$ cat config.mk
export PLATFORM = sky130hd
export DESIGN_NAME = vec_irq_ctrl
export DESIGN_NICKNAME = d
export VERILOG_FILES = /design/src/rtl/vic_pkg.sv /design/src/rtl/vic_pend_bank.sv /design/src/rtl/vic_prio_pick.sv /design/src/rtl/vic_seq.sv /design/src/rtl/vec_irq_ctrl.sv
export SDC_FILE = /design/constraint.sdc
export NUM_CORES = 1
export LEC_CHECK = 0
export CAP_MARGIN = 0
export CELL_PAD_IN_SITES_DETAIL_PLACEMENT = 1
export CELL_PAD_IN_SITES_GLOBAL_PLACEMENT = 1
export CORE_MARGIN = 2
export CORE_UTILIZATION = 37
export CTS_CLUSTER_DIAMETER = 40
export DETAILED_ROUTE_END_ITERATION = 10
export GPL_TIMING_DRIVEN = 0
export PLACE_DENSITY = 0.94
export SKIP_LAST_GASP = 1
export SLEW_MARGIN = 0
export SYNTH_ARGS = -nofsm -noshare
export SYNTH_HDL_FRONTEND = slang
export SYNTH_SLANG_ARGS = --single-unit
$ cat constraint.sdc
create_clock -name clk -period 4.5 [get_ports clk]
set_input_delay 1.125 -clock clk [delete_from_list [all_inputs] [get_ports clk]]
set_output_delay 1.125 -clock clk [all_outputs]
set_load 0.01 [all_outputs]
$ cat src/rtl/vic_pkg.sv
package vic_pkg;

  typedef enum logic [2:0] {
    ST_IDLE,
    ST_PUSH,
    ST_WAIT1,
    ST_WAIT2,
    ST_VEC
  } vic_state_t;

  localparam logic [1:0] SEL_GCTL = 2'd0;
  localparam logic [1:0] SEL_MASK = 2'd1;
  localparam logic [1:0] SEL_PCLR = 2'd2;
  localparam logic [1:0] SEL_PSET = 2'd3;

  // slot 0 is reset, slot k+1 is peripheral k
  function automatic int unsigned slot_to_addr(input int unsigned slot);
    return slot * 4;
  endfunction

endpackage

$ cat src/rtl/vic_pend_bank.sv
module vic_pend_bank #(
  parameter int N_SRC = 8
) (
  input  logic             clk,
  input  logic             rst_n,
  input  logic [N_SRC-1:0] src_pulse,
  input  logic             reg_wr,
  input  logic [1:0]       reg_sel,
  input  logic [N_SRC-1:0] reg_wdata,
  input  logic [N_SRC-1:0] ack_onehot,
  output logic [N_SRC-1:0] pend_q,
  output logic [N_SRC-1:0] mask_q
);
  import vic_pkg::*;

  logic [N_SRC-1:0] sw_clr;
  logic [N_SRC-1:0] sw_set;

  assign sw_clr = (reg_wr && reg_sel == SEL_PCLR) ? reg_wdata : '0;
  assign sw_set = (reg_wr && reg_sel == SEL_PSET) ? reg_wdata : '0;

  always_ff @(posedge clk) begin
    if (!rst_n)
      mask_q <= '0;
    else if (reg_wr && reg_sel == SEL_MASK)
      mask_q <= reg_wdata;
  end

  for (genvar i = 0; i < N_SRC; i++) begin : g_flag
    always_ff @(posedge clk) begin
      if (!rst_n)
        pend_q[i] <= 1'b0;
      else if (src_pulse[i] || sw_set[i])
        pend_q[i] <= 1'b1;
      else if (ack_onehot[i] || sw_clr[i])
        pend_q[i] <= 1'b0;
    end

    AST_FLAG_DROPS_ON_ACK: assert property (@(posedge clk) disable iff (!rst_n)
      ack_onehot[i] && !src_pulse[i] && !sw_set[i] |=> !pend_q[i]);
    AST_FLAG_STICKY: assert property (@(posedge clk) disable iff (!rst_n)
      pend_q[i] && !ack_onehot[i] && !sw_clr[i] |=> pend_q[i]);
  end

endmodule

$ cat src/rtl/vic_prio_pick.sv
module vic_prio_pick #(
  parameter int N_SRC = 8,
  parameter int IDX_W = 3
) (
  input  logic [N_SRC-1:0] req,
  output logic             found,
  output logic [IDX_W-1:0] idx,
  output logic [N_SRC-1:0] grant
);

  always_comb begin
    found = 1'b0;
    idx   = '0;
    for (int i = N_SRC - 1; i >= 0; i--) begin
      if (req[i]) begin
        found = 1'b1;
        idx   = IDX_W'(i);
      end
    end
    grant = found ? (N_SRC'(1) << idx) : '0;
  end

endmodule

$ cat src/rtl/vic_seq.sv
module vic_seq #(
  parameter int IDX_W  = 3,
  parameter int SLOT_W = 4,
  parameter int VEC_W  = 6
) (
  input  logic             clk,
  input  logic             rst_n,
  input  logic             fetch_ready,
  input  logic             reti,
  input  logic             gie_wr,
  input  logic             gie_wdata,
  input  logic             per_found,
  input  logic [IDX_W-1:0] per_idx,
  output logic             accept,
  output logic             accept_per,
  output logic             gie_q,
  output logic             push_pc,
  output logic             vec_valid,
  output logic [VEC_W-1:0] vec_addr
);
  import vic_pkg::*;

  vic_state_t        st_q, st_d;
  logic              rst_pend_q;
  logic [SLOT_W-1:0] slot_q;
  logic              want;

  assign want       = rst_pend_q || (gie_q && per_found);
  assign accept     = (st_q == ST_IDLE) && fetch_ready && want;
  assign accept_per = accept && !rst_pend_q;

  always_comb begin
    unique case (st_q)
      ST_IDLE:  st_d = accept ? ST_PUSH : ST_IDLE;
      ST_PUSH:  st_d = ST_WAIT1;
      ST_WAIT1: st_d = ST_WAIT2;
      ST_WAIT2: st_d = ST_VEC;
      default:  st_d = ST_IDLE;
    endcase
  end

  always_ff @(posedge clk) begin
    if (!rst_n) begin
      st_q       <= ST_IDLE;
      rst_pend_q <= 1'b1;
      slot_q     <= '0;
      gie_q      <= 1'b0;
    end else begin
      st_q <= st_d;
      if (accept) begin
        rst_pend_q <= 1'b0;
        slot_q     <= rst_pend_q ? '0 : SLOT_W'(per_idx) + SLOT_W'(1);
      end
      if (accept)
        gie_q <= 1'b0;
      else if (gie_wr)
        gie_q <= gie_wdata;
      else if (reti)
        gie_q <= 1'b1;
    end
  end

  assign push_pc   = (st_q == ST_PUSH) && (slot_q != '0);
  assign vec_valid = (st_q == ST_VEC);
  assign vec_addr  = vec_valid ? VEC_W'(slot_to_addr(int'(slot_q))) : '0;

  AST_PUSH_AFTER_ACCEPT: assert property (@(posedge clk) disable iff (!rst_n)
    accept_per |=> push_pc);
  AST_VEC_SINGLE: assert property (@(posedge clk) disable iff (!rst_n)
    vec_valid |=> !vec_valid);
  AST_GIE_CLEARED: assert property (@(posedge clk) disable iff (!rst_n)
    accept |=> !gie_q);
  AST_RETI_SETS: assert property (@(posedge clk) disable iff (!rst_n)
    reti && !accept && !gie_wr |=> gie_q);
  AST_START_ON_FETCH: assert property (@(posedge clk) disable iff (!rst_n)
    $rose(push_pc) |-> $past(fetch_ready));
  AST_NO_REENTRY: assert property (@(posedge clk) disable iff (!rst_n)
    push_pc |=> !push_pc);

endmodule

$ cat src/rtl/vec_irq_ctrl.sv
module vec_irq_ctrl #(
  parameter int N_SRC = 8,
  localparam int IDX_W  = (N_SRC > 1) ? $clog2(N_SRC) : 1,
  localparam int SLOT_W = $clog2(N_SRC + 1),
  localparam int VEC_W  = SLOT_W + 2
) (
  input  logic             clk,
  input  logic             rst_n,
  input  logic [N_SRC-1:0] src_pulse,
  input  logic             fetch_ready,
  input  logic             reti,
  input  logic             reg_wr,
  input  logic [1:0]       reg_sel,
  input  logic [N_SRC-1:0] reg_wdata,
  output logic [N_SRC-1:0] reg_rdata,
  output logic             push_pc,
  output logic             vec_valid,
  output logic [VEC_W-1:0] vec_addr
);
  import vic_pkg::*;

  logic [N_SRC-1:0] pend_q, mask_q, live_req, grant, ack_onehot;
  logic             per_found, accept, accept_per, gie_q;
  logic [IDX_W-1:0] per_idx;

  assign live_req   = pend_q & mask_q;
  assign ack_onehot = accept_per ? grant : '0;

  vic_pend_bank #(.N_SRC(N_SRC)) u_bank (
    .clk(clk), .rst_n(rst_n), .src_pulse(src_pulse),
    .reg_wr(reg_wr), .reg_sel(reg_sel), .reg_wdata(reg_wdata),
    .ack_onehot(ack_onehot), .pend_q(pend_q), .mask_q(mask_q)
  );

  vic_prio_pick #(.N_SRC(N_SRC), .IDX_W(IDX_W)) u_pick (
    .req(live_req), .found(per_found), .idx(per_idx), .grant(grant)
  );

  vic_seq #(.IDX_W(IDX_W), .SLOT_W(SLOT_W), .VEC_W(VEC_W)) u_seq (
    .clk(clk), .rst_n(rst_n), .fetch_ready(fetch_ready), .reti(reti),
    .gie_wr(reg_wr && reg_sel == SEL_GCTL), .gie_wdata(reg_wdata[0]),
    .per_found(per_found), .per_idx(per_idx),
    .accept(accept), .accept_per(accept_per), .gie_q(gie_q),
    .push_pc(push_pc), .vec_valid(vec_valid), .vec_addr(vec_addr)
  );

  always_comb begin
    case (reg_sel)
      SEL_GCTL: reg_rdata = {{(N_SRC-1){1'b0}}, gie_q};
      SEL_MASK: reg_rdata = mask_q;
      default:  reg_rdata = pend_q;
    endcase
  end

  AST_GRANT_ONEHOT: assert property (@(posedge clk) disable iff (!rst_n)
    $onehot0(grant));
  AST_GRANT_IN_REQ: assert property (@(posedge clk) disable iff (!rst_n)
    (grant & ~live_req) == '0);
  AST_ACK_NEEDS_GIE: assert property (@(posedge clk) disable iff (!rst_n)
    accept_per |-> gie_q && (ack_onehot & ~mask_q) == '0);

endmodule

Word level (Yosys, flattened, before mapping):

Index checks and enable logic that the tools add are counted.

* bits in registers: 25
* input port bits: 23
* output and inout bits: 16
* word-level logic and storage cells: 107

* $add $sub $neg: 1
* equal/unequal tests: 7
* shifts and indexed selects: 1
* muxes and demuxes: 43
* bitwise logic cells: 2
* reduce and logical (&&, ||, !) cells: 40

Operators by type and width (count)
* 8-bit two-way mux: 4
* 1-bit two-way mux: 27
* 3-bit two-way mux: 8
* 2-bit nonzero test: 9
* 1-bit logical OR: 17
* 8-bit one-hot mux with 2 select lines: 1
* 3-bit one-hot mux with 4 select lines: 1
* 1-bit logical AND: 9
* 8-bit bitwise AND: 1
* 1-bit by 3-bit << shifter with 8-bit output (first input constant): 1
* 3-bit by 2-bit == test with 1-bit output (second input constant): 2
* 6-bit two-way mux: 1
* 3-bit by 1-bit adder with 4-bit output (second input constant): 1
* 2-bit == test (second input constant): 2
* 4-bit two-way mux: 1
* 4-bit nonzero test: 1
* 3-bit by 1-bit == test with 1-bit output (second input constant): 1
* 3-bit == test (second input constant): 1
* 3-bit zero test: 1
* 2-bit by 1-bit == test with 1-bit output (second input constant): 1
* 2-bit zero test: 1
* 2-bit OR reduction: 1
* 1-bit zero test: 1
* 1-bit inverter: 1

Logic depth before layout (Yosys ltp):

Gate-level depths: netlist (run 1).

* word-level depth: 17
* gate-level depth with buffers: 9
* gate-level depth less buffers: 9

By module:

A second synthesis (run 1) with hierarchy kept.

* cell total of the unflattened synthesis: 181
* area, all modules: 1524.0 um^2

By module, submodules not included
* vic_pend_bank: times used 1, cells an instance 71, area each 698.2 um^2, sequential area each 320.3 um^2
* vic_seq: times used 1, cells an instance 55, area each 461.7 um^2, sequential area each 180.2 um^2
* vec_irq_ctrl: times used 1, cells an instance 30, area each 224.0 um^2, sequential area each 0.0 um^2
* vic_prio_pick: times used 1, cells an instance 25, area each 140.1 um^2, sequential area each 0.0 um^2

Worst setup path before layout (run 1):

OpenSTA, ideal clock, no wires.

* kind: input to output
* from: input reg_sel[1]
* to: output reg_rdata[0]
* data arrival time: 1.821 ns
* required time: 3.375 ns
* slack: 1.554 ns
* stages on the path: 4
* buffers on the path: 2
* path through: clkbuf_1 clkbuf_1 nand2_1 o21ai_0

* longest elaborated chain between the ends: 2
* elaborated cells on any way between the ends: 3
* classes of those cells: eq/ne (1); mux (1); reduce/logical (1)

Ends and longest elaborated chain
* from (decl): RTL line vec_irq_ctrl.sv:13 `input logic [1:0] reg_sel,`
* 2-bit by 1-bit == test with 1-bit output / 2-bit zero test (equally long branches): RTL line vec_irq_ctrl.sv:48 `case (reg_sel)`
* 8-bit one-hot mux with 2 select lines (*): RTL line vec_irq_ctrl.sv:48
* to (decl): RTL line vec_irq_ctrl.sv:15 `output logic [N_SRC-1:0] reg_rdata,`

Every way passes the cells marked *; elsewhere a longest branch is shown, timed or not.

Worst setup path after layout (run 1):

* from: input reg_sel[1]
* to: output reg_rdata[4]

The elaborated chain is that of the path after synthesis.

==> run_summary.xml, run 1 <==
<?xml version="1.0" encoding="UTF-8"?>
<metrics>
  <group name="die">
    <metric name="ios" unit="">39</metric>
    <metric name="die-area" unit="µm²">4426</metric>
    <metric name="effective_utilization_at_floorplan" unit="">0.3892</metric>
    <metric name="placement_rows" unit="">22</metric>
    <metric name="die_width" unit="µm">66.53</metric>
    <metric name="core" unit="µm²">3716</metric>
    <metric name="die_height" unit="µm">66.53</metric>
  </group>
  <group name="setup_path">
    <metric name="crit_family" unit="">buffers and inverters</metric>
    <metric name="critical_path_buf_inv_count" unit="">4</metric>
    <metric name="critPathLaunchType" unit="">primary input</metric>
    <metric name="timing.critical_path.fanout_max" unit="">10</metric>
    <metric name="critical_path.cell_chain" unit="">clkdlybuf4s50_1 &gt; clkbuf_1 &gt; clkbuf_1 &gt; nand2_1 &gt; o21ai_0 &gt; clkdlybuf4s50_1</metric>
    <metric name="worstPathArrival" unit="ns">3.08</metric>
    <metric name="slowest_delay" unit="ns">0.56</metric>
    <metric name="worstSetupEndpointType" unit="">output port</metric>
    <metric name="critical-path-slowest-cell" unit="">clkdlybuf4s50_1</metric>
    <metric name="critical_path_class" unit="">in -&gt; out</metric>
    <metric name="timing.critical_path.required" unit="ns">3.38</metric>
  </group>
  <group name="cells_and_area">
    <metric name="layout.cell_area.non_filler" unit="µm²">1916</metric>
    <metric name="layout-area-overhead-vs-synth" unit="%">32.44</metric>
    <metric name="drive_gt1_frac" unit="">0.05333</metric>
    <metric name="nets" unit="">253</metric>
    <metric name="n_antenna_cell" unit="">0</metric>
    <metric name="instances_no_fill" unit="">273</metric>
  </group>
  <group name="drt">
    <metric name="vias" unit="">1493</metric>
    <metric name="dr.pass1.iters" unit="">4</metric>
    <metric name="initialDrtViolationCount" unit="">65</metric>
    <metric name="drc" unit="">0</metric>
    <metric name="routedWlPerCell" unit="µm">15.05</metric>
    <metric name="antenna_violating_nets_post_route" unit="">0</metric>
    <metric name="wirelength" unit="mm">4.110</metric>
    <metric name="avgViaCountPerCell" unit="">5.469</metric>
  </group>
  <group name="power">
    <metric name="max-vdd-ir-drop" unit="µV">136.0</metric>
    <metric name="power.leakage" unit="nW">0.7970</metric>
    <metric name="p_per_area" unit="nW/µm²">253.5</metric>
  </group>
  <group name="synthesis">
    <metric name="synth_area_per_cell" unit="µm²">7.861</metric>
    <metric name="cell_area_synth" unit="µm²">1446</metric>
    <metric name="post-synth-top-count-cell" unit="">nand2_1</metric>
    <metric name="proportion_of_synthesized_flip_flops_having_asynchronous_set_or_reset" unit="">0</metric>
    <metric name="postSynthRegisterBits" unit="">25</metric>
    <metric name="synthTopCellsByCount" unit="">nand2_1 (38), dfxtp_1 (25), a21oi_1 (14)</metric>
    <metric name="ys.flop_type" unit="">dfxtp_1</metric>
    <metric name="postSynthCellCount" unit="">184</metric>
    <metric name="synth-warning-count" unit="">0</metric>
    <metric name="dominant_cell_type_by_area_after_synthesis" unit="">dfxtp_1</metric>
    <metric name="netlist.area_leader.share" unit="">0.3460</metric>
    <metric name="netlist_top_cells_area" unit="">dfxtp_1 (35%), nand2_1 (9.9%), mux2i_1 (5.5%)</metric>
    <metric name="ys_seq_area_frac" unit="">0.3460</metric>
    <metric name="synth-edff-count" unit="">0</metric>
    <metric name="netlist-cell-type-count" unit="">40</metric>
  </group>
  <group name="timing">
    <metric name="slew_headroom" unit="">0.5825</metric>
    <metric name="timing.fmax" unit="MHz">237.7</metric>
    <metric name="report.final.slew_viol_count" unit="">0</metric>
    <metric name="final.setup.tns" unit="ns">0</metric>
    <metric name="max_slew.worst_pin.slew" unit="ns">0.6240</metric>
    <metric name="finalHoldWorstSlack" unit="ns">0.5044</metric>
    <metric name="period_needed" unit="ns">4.207</metric>
    <metric name="setup_ws" unit="ns">0.2932</metric>
    <metric name="final_number_of_setup_violating_endpoints" unit="">0</metric>
    <metric name="final_hold_viol_count" unit="">0</metric>
    <metric name="rsz0062_at_grt" unit="">false</metric>
    <metric name="min_period_over_period" unit="">0.9349</metric>
    <metric name="final.setup_skew" unit="ns">0.004124</metric>
  </group>
  <group name="clock_network">
    <metric name="cts_buffers" unit="">3</metric>
    <metric name="cts_htree_levels" unit="">1</metric>
    <metric name="cts.hold.buffers_added" unit="">0</metric>
    <metric name="clock_tree.root_cell" unit="">clkbuf_8</metric>
    <metric name="tritoncts" unit="">yes</metric>
    <metric name="cts_post_setup_buffers_inserted" unit="">0</metric>
    <metric name="numClockSinks" unit="">25</metric>
    <metric name="cts-resized-gates" unit="">0</metric>
    <metric name="clkSlewWorstSetupHoldPaths" unit="ns">0.08</metric>
    <metric name="cts_max_path_buffers" unit="">2</metric>
    <metric name="clk_latency" unit="ns">0.27</metric>
  </group>
  <group name="run">
    <metric name="maxCapViolCount" unit="">0</metric>
  </group>
  <group name="grt">
    <metric name="number_of_antenna_violations_at_the_first_check_in_global_routing" unit="">0</metric>
    <metric name="grt-ovfl-total" unit="">0</metric>
    <metric name="first_pass_grt_wire_length" unit="mm">6.803</metric>
    <metric name="pin_count_of_the_biggest_net_entering_global_routing" unit="">14</metric>
    <metric name="globalRouteTotalUtil" unit="">0.1989</metric>
    <metric name="grt_pass1_vias" unit="">1511</metric>
  </group>
  <group name="placed_design">
    <metric name="place_area" unit="µm²">1871</metric>
    <metric name="pre_cts_slack" unit="ns">0.2766</metric>
    <metric name="globalplace.congestion" unit="">0.8630</metric>
    <metric name="place.detailed.instances" unit="">269</metric>
    <metric name="place.detailed.hpwl" unit="mm">3.213</metric>
    <metric name="port_buffers" unit="">36</metric>
  </group>
  <group name="min_path">
    <metric name="min_path_type" unit="">reg -&gt; reg</metric>
  </group>
  <group name="run_status">
    <metric name="outcome" unit="">finished clean</metric>
  </group>
</metrics>
-- final timing paths --
kind         cells past startpoint        startpoint  slack [ns]                to
max                              6        reg_sel[1]        0.29      reg_rdata[4]
min                              2     u_seq.st_q[0]        0.50     u_seq.st_q[2]
max reg2reg                      9  u_bank.mask_q[4]        2.43  u_bank.pend_q[2]
min reg2reg                      2     u_seq.st_q[0]        0.50     u_seq.st_q[2]
-- tightest hold or removal path, cell delays in order, from the launching register on --
cell	delay (ns)
dfxtp_1	0.36
nand2_1	0.07
nor2_1	0.03
-- flip-flops by register name, summed over array words and instances (netlist names) --
name and count:
u_seq.gie_q 1, u_seq.slot_q 4, u_bank.mask_q 8, u_bank.pend_q 8, u_seq.st_q 3, u_seq.rst_pend_q 1
-- metrics by stage --
stage               power, mW  utilization
floorplan              0.3070            -
global placement       0.3534       0.5034
detailed placement     0.3573       0.5034
CTS                    0.4902       0.5155
global route           0.5137       0.5155
finish                 0.4857       0.5155
-- power by group --
group	total (mW)	internal (mW)	switching [mW]	leakage [nW]
clock network	0.134	0.0634	0.0706	0.0228
registers	0.251	0.234	0.0165	0.206
logic	0.101	0.0517	0.0491	0.569
total	0.486	0.349	0.136	0.797
-- cell usage in the layout (no fill, tap or decap), drive strengths merged, types with 4 or more instances in the layout --
master         count
clkdlybuf4s50     36
nor2              12
ha                 4
o32ai              4
o311ai             4
o21ai             11
inv                9
and2               5
nand3              6
nand2             38
mux2i              8
a21oi             14
dfxtp             25
clkbuf            10
-- cell families after synthesis --
family                   Yosys count  share of synthesized area
other                              1                   0.002593
multiplexers                       8                    0.05537
AO/OA/AOI/OAI                     51                     0.2440
flip-flops                        25                     0.3460
AND/OR/NAND/NOR                   77                     0.2647
buffers and inverters             18                    0.05276
adder cells (fa/ha/maj)            4                    0.03460
-- layout make-up --
| cell class | instances | area, µm² |
|---|---|---|
| Sequential cell | 25 | 500.5 |
| Tap cell | 48 | 60.06 |
| Inverter | 9 | 33.78 |
| Fill cell | 467 | 1800 |
| Buffer | 9 | 42.54 |
| Multi-Input combinational cell | 142 | 873.3 |
| Clock buffer | 4 | 45.04 |
| Timing Repair Buffer | 36 | 360.3 |
-- per-layer routing --
metal,up-vias,global-route usage,part of all wire
met3,4,0.02027,0.032
li1,737,-,-
met5,-,0,0
met4,0,0.06122,0.0097
met1,726,0.2396,0.47
met2,26,0.3675,0.48
No activity file was read; power rests on OpenSTA's default activity.
==> inputs of run 2 (changes only) <==
--- a/config.mk
+++ b/config.mk
@@ -14,6 +14,7 @@
 export DETAILED_ROUTE_END_ITERATION = 10
 export GPL_TIMING_DRIVEN = 0
 export PLACE_DENSITY = 0.94
+export SKIP_CTS_REPAIR_TIMING = 1
 export SKIP_LAST_GASP = 1
 export SLEW_MARGIN = 0
 export SYNTH_ARGS = -nofsm -noshare
==> constraint.sdc (replaced) <==
create_clock -name clk -period 4.5 [get_ports clk]
set_input_delay 0.9 -clock clk [delete_from_list [all_inputs] [get_ports clk]]
set_output_delay 0.9 -clock clk [all_outputs]
set_load 0.01 [all_outputs]
==> results of run 2 <==
The final DEF is identical to that of run 1. Status: finished clean.
Among the figures that moved: setup slack after placement 0.2766 ns -> 0.7266 ns; setup slack after layout 0.2932 ns -> 0.7432 ns
==> inputs of run 3 (changes only) <==
--- a/config.mk
+++ b/config.mk
@@ -9,11 +9,11 @@
 export CELL_PAD_IN_SITES_DETAIL_PLACEMENT = 1
 export CELL_PAD_IN_SITES_GLOBAL_PLACEMENT = 1
 export CORE_MARGIN = 2
-export CORE_UTILIZATION = 37
+export CORE_UTILIZATION = 34
 export CTS_CLUSTER_DIAMETER = 40
 export DETAILED_ROUTE_END_ITERATION = 10
 export GPL_TIMING_DRIVEN = 0
-export PLACE_DENSITY = 0.94
+export PLACE_DENSITY = 0.88
 export SKIP_CTS_REPAIR_TIMING = 1
 export SKIP_LAST_GASP = 1
 export SLEW_MARGIN = 0
==> constraint.sdc (replaced) <==
create_clock -name clk -period 3.9 [get_ports clk]
set_input_delay 0.78 -clock clk [delete_from_list [all_inputs] [get_ports clk]]
set_output_delay 0.78 -clock clk [all_outputs]
set_load 0.01 [all_outputs]
==> run 3 against run 2 <==
Effect of this change: flip-flop and latch count did not move; critical endpoint is now reg_rdata[1]; register-to-register slack got worse by 0.54 ns; hold slack improved by 0.0047 ns; wire length rose by 5.3%; power rose by 17%; highest routed layer unchanged; critical path type unchanged; clock power rose by 22%; non-clock buffer count did not move; setup slack got worse by 0.40 ns; sequential share of layout area fell by 0.085 points; critical path depth did not move; combinational power rose by 17%; first-iteration DRC count fell by 26%.
==> run_summary.xml, run 3 (synthesis gave the netlist of run 1 again) <==
<?xml version="1.0" encoding="UTF-8"?>
<metrics>
  <group name="timing">
    <metric name="min_period_over_period" unit="">0.9125</metric>
    <metric name="final.setup_skew" unit="ns">0.009615</metric>
    <metric name="final_number_of_setup_violating_endpoints" unit="">0</metric>
    <metric name="finalHoldWorstSlack" unit="ns">0.5090</metric>
    <metric name="report.final.slew_viol_count" unit="">0</metric>
    <metric name="rsz0062_at_grt" unit="">false</metric>
    <metric name="period_needed" unit="ns">3.559</metric>
    <metric name="final_hold_viol_count" unit="">0</metric>
    <metric name="final.setup.tns" unit="ns">0</metric>
    <metric name="setup_ws" unit="ns">0.3413</metric>
    <metric name="max_slew.worst_pin.slew" unit="ns">0.6813</metric>
    <metric name="slew_headroom" unit="">0.5441</metric>
    <metric name="timing.fmax" unit="MHz">281.0</metric>
  </group>
  <group name="run_status">
    <metric name="outcome" unit="">finished clean</metric>
  </group>
  <group name="placed_design">
    <metric name="place.detailed.instances" unit="">271</metric>
    <metric name="place_area" unit="µm²">1873</metric>
    <metric name="place.detailed.hpwl" unit="mm">3.275</metric>
    <metric name="pre_cts_slack" unit="ns">0.3272</metric>
    <metric name="globalplace.congestion" unit="">0.8127</metric>
    <metric name="port_buffers" unit="">36</metric>
  </group>
  <group name="setup_path">
    <metric name="reg2reg_to" unit="">u_bank.pend_q[2]</metric>
    <metric name="worstSetupEndpointType" unit="">output port</metric>
    <metric name="critical_path_class" unit="">in -&gt; out</metric>
    <metric name="reg2reg_slack" unit="ns">1.89</metric>
    <metric name="timing.critical_path.fanout_max" unit="">10</metric>
    <metric name="timing.rr.start" unit="">u_bank.mask_q[4]</metric>
    <metric name="worstPathArrival" unit="ns">2.78</metric>
    <metric name="timing.critical_path.from" unit="">reg_sel[1]</metric>
    <metric name="depth_of_the_worst_register_to_register_path" unit="">9</metric>
    <metric name="critPathLaunchType" unit="">primary input</metric>
    <metric name="setup.worst_path.end" unit="">reg_rdata[1]</metric>
    <metric name="timing.critical_path.required" unit="ns">3.12</metric>
  </group>
  <group name="power">
    <metric name="clockPowerShare" unit="">0.285</metric>
    <metric name="p_per_area" unit="nW/µm²">296.8</metric>
    <metric name="power.leakage" unit="nW">0.7959</metric>
    <metric name="power_frac_comb" unit="">0.206</metric>
    <metric name="max-vdd-ir-drop" unit="µV">136.7</metric>
    <metric name="power.sequential.fraction" unit="">0.508</metric>
    <metric name="power_report.internal_total" unit="mW">0.4028</metric>
    <metric name="power_switching_share" unit="">0.2938</metric>
    <metric name="switchingPower" unit="mW">0.1676</metric>
    <metric name="power" unit="mW">0.5704</metric>
  </group>
  <group name="cells_and_area">
    <metric name="n_antenna_cell" unit="">0</metric>
    <metric name="instances_no_fill" unit="">275</metric>
    <metric name="ff_latch_area" unit="µm²">500.5</metric>
    <metric name="area_of_the_multi_input_gates" unit="µm²">873.3</metric>
    <metric name="layout-area-overhead-vs-synth" unit="%">32.87</metric>
    <metric name="layout.cell_area.non_filler" unit="µm²">1922</metric>
    <metric name="total_of_fill_cells_in_the_finished_design" unit="">512</metric>
    <metric name="largestRegisters" unit="">u_bank.mask_q x8, u_bank.pend_q x8, u_seq.slot_q x4</metric>
    <metric name="nets" unit="">253</metric>
    <metric name="drive_gt1_frac" unit="">0.05778</metric>
    <metric name="most-common-layout-cells" unit="">nand2_1 (38), clkdlybuf4s50_1 (36), dfxtp_1 (25), a21oi_1 (14), nor2_1 (12)</metric>
    <metric name="layout.cells.most_common" unit="">nand2_1</metric>
    <metric name="finalCoreUtilization" unit="">0.4736</metric>
  </group>
  <group name="grt">
    <metric name="grt_pass1_vias" unit="">1529</metric>
    <metric name="number_of_antenna_violations_at_the_first_check_in_global_routing" unit="">0</metric>
    <metric name="first_pass_grt_wire_length" unit="mm">7.355</metric>
    <metric name="pin_count_of_the_biggest_net_entering_global_routing" unit="">16</metric>
    <metric name="globalRouteTotalUtil" unit="">0.1870</metric>
    <metric name="grt-ovfl-total" unit="">0</metric>
  </group>
  <group name="drt">
    <metric name="routedWlPerCell" unit="µm">15.74</metric>
    <metric name="initialDrtViolationCount" unit="">48</metric>
    <metric name="drc" unit="">0</metric>
    <metric name="vias" unit="">1451</metric>
    <metric name="wirelength" unit="mm">4.329</metric>
    <metric name="antenna_violating_nets_post_route" unit="">0</metric>
    <metric name="dr.pass1.iters" unit="">4</metric>
    <metric name="avgViaCountPerCell" unit="">5.276</metric>
  </group>
  <group name="die">
    <metric name="effective_utilization_at_floorplan" unit="">0.3565</metric>
    <metric name="core" unit="µm²">4058</metric>
    <metric name="die-area" unit="µm²">4792</metric>
    <metric name="ios" unit="">39</metric>
    <metric name="die_width" unit="µm">69.23</metric>
    <metric name="placement_rows" unit="">23</metric>
    <metric name="die_height" unit="µm">69.23</metric>
  </group>
  <group name="clock_network">
    <metric name="clock_tree.root_cell" unit="">clkbuf_8</metric>
    <metric name="cts_htree_levels" unit="">1</metric>
    <metric name="clk_latency" unit="ns">0.28</metric>
    <metric name="numClockSinks" unit="">25</metric>
    <metric name="tritoncts" unit="">yes</metric>
    <metric name="clkSlewWorstSetupHoldPaths" unit="ns">0.10</metric>
    <metric name="cts_buffers" unit="">3</metric>
    <metric name="cts_max_path_buffers" unit="">2</metric>
  </group>
  <group name="run">
    <metric name="maxCapViolCount" unit="">0</metric>
  </group>
  <group name="min_path">
    <metric name="min_path_type" unit="">reg -&gt; reg</metric>
  </group>
</metrics>
==> run 3: changes by cell type in the layout (fill, tap and decap cells not counted) <==
cell | previous run | this run
clkbuf_1 | 7 | 6
clkinvlp_4 | 0 | 1
==> run 3: critical path, cell delays in order <==
cell and delay [ns]:
clkdlybuf4s50_1 0.49, clkbuf_1 0.33, clkbuf_1 0.41, nand2_1 0.10
o21ai_0 0.10, clkdlybuf4s50_1 0.56
==> run 3: worst min-delay path by stage <==
| stage | start | endpoint | slack, ns | cells after the start |
|---|---|---|---|---|
| 6_report | u_seq.slot_q[0] | u_seq.slot_q[0] | 0.51 | 2 |
| 4_1_cts | u_seq.slot_q[2] | u_seq.slot_q[2] | 0.51 | 2 |
| 5_1_grt | u_seq.slot_q[2] | u_seq.slot_q[2] | 0.52 | 2 |
| 3_3_place_gp | u_seq.slot_q[0] | u_seq.slot_q[0] | 0.47 | 2 |
| 2_1_floorplan | u_seq.slot_q[1] | u_seq.slot_q[1] | 0.45 | 2 |
| 3_5_place_dp | u_seq.slot_q[0] | u_seq.slot_q[0] | 0.49 | 2 |
==> run 3: final cells by class <==
cell class                      instances  share of cell area
Buffer                                  9             0.02214
Inverter                                9             0.01758
Multi-Input combinational cell        142              0.4544
Clock inverter                          1            0.003906
Timing Repair Buffer                   36              0.1875
Clock buffer                            3             0.02148
Tap cell                               50             0.03255
Sequential cell                        25              0.2604
==> run 3: layer usage <==
metal	routed length [µm]	GRT usage	share of wire
met5	0	0	0
met4	21	0.03704	0.0049
met3	161	0.03488	0.037
met2	2193	0.3440	0.51
met1	1953	0.2259	0.45
==> run 3: power groups by stage <==
stage	Sequential [mW]	Combinational [mW]	Clock, mW
floorplan	0.290	0.0639	0
global placement	0.294	0.114	0
detailed placement	0.296	0.117	0
CTS	0.290	0.118	0.166
global route	0.293	0.130	0.177
finish	0.290	0.118	0.163
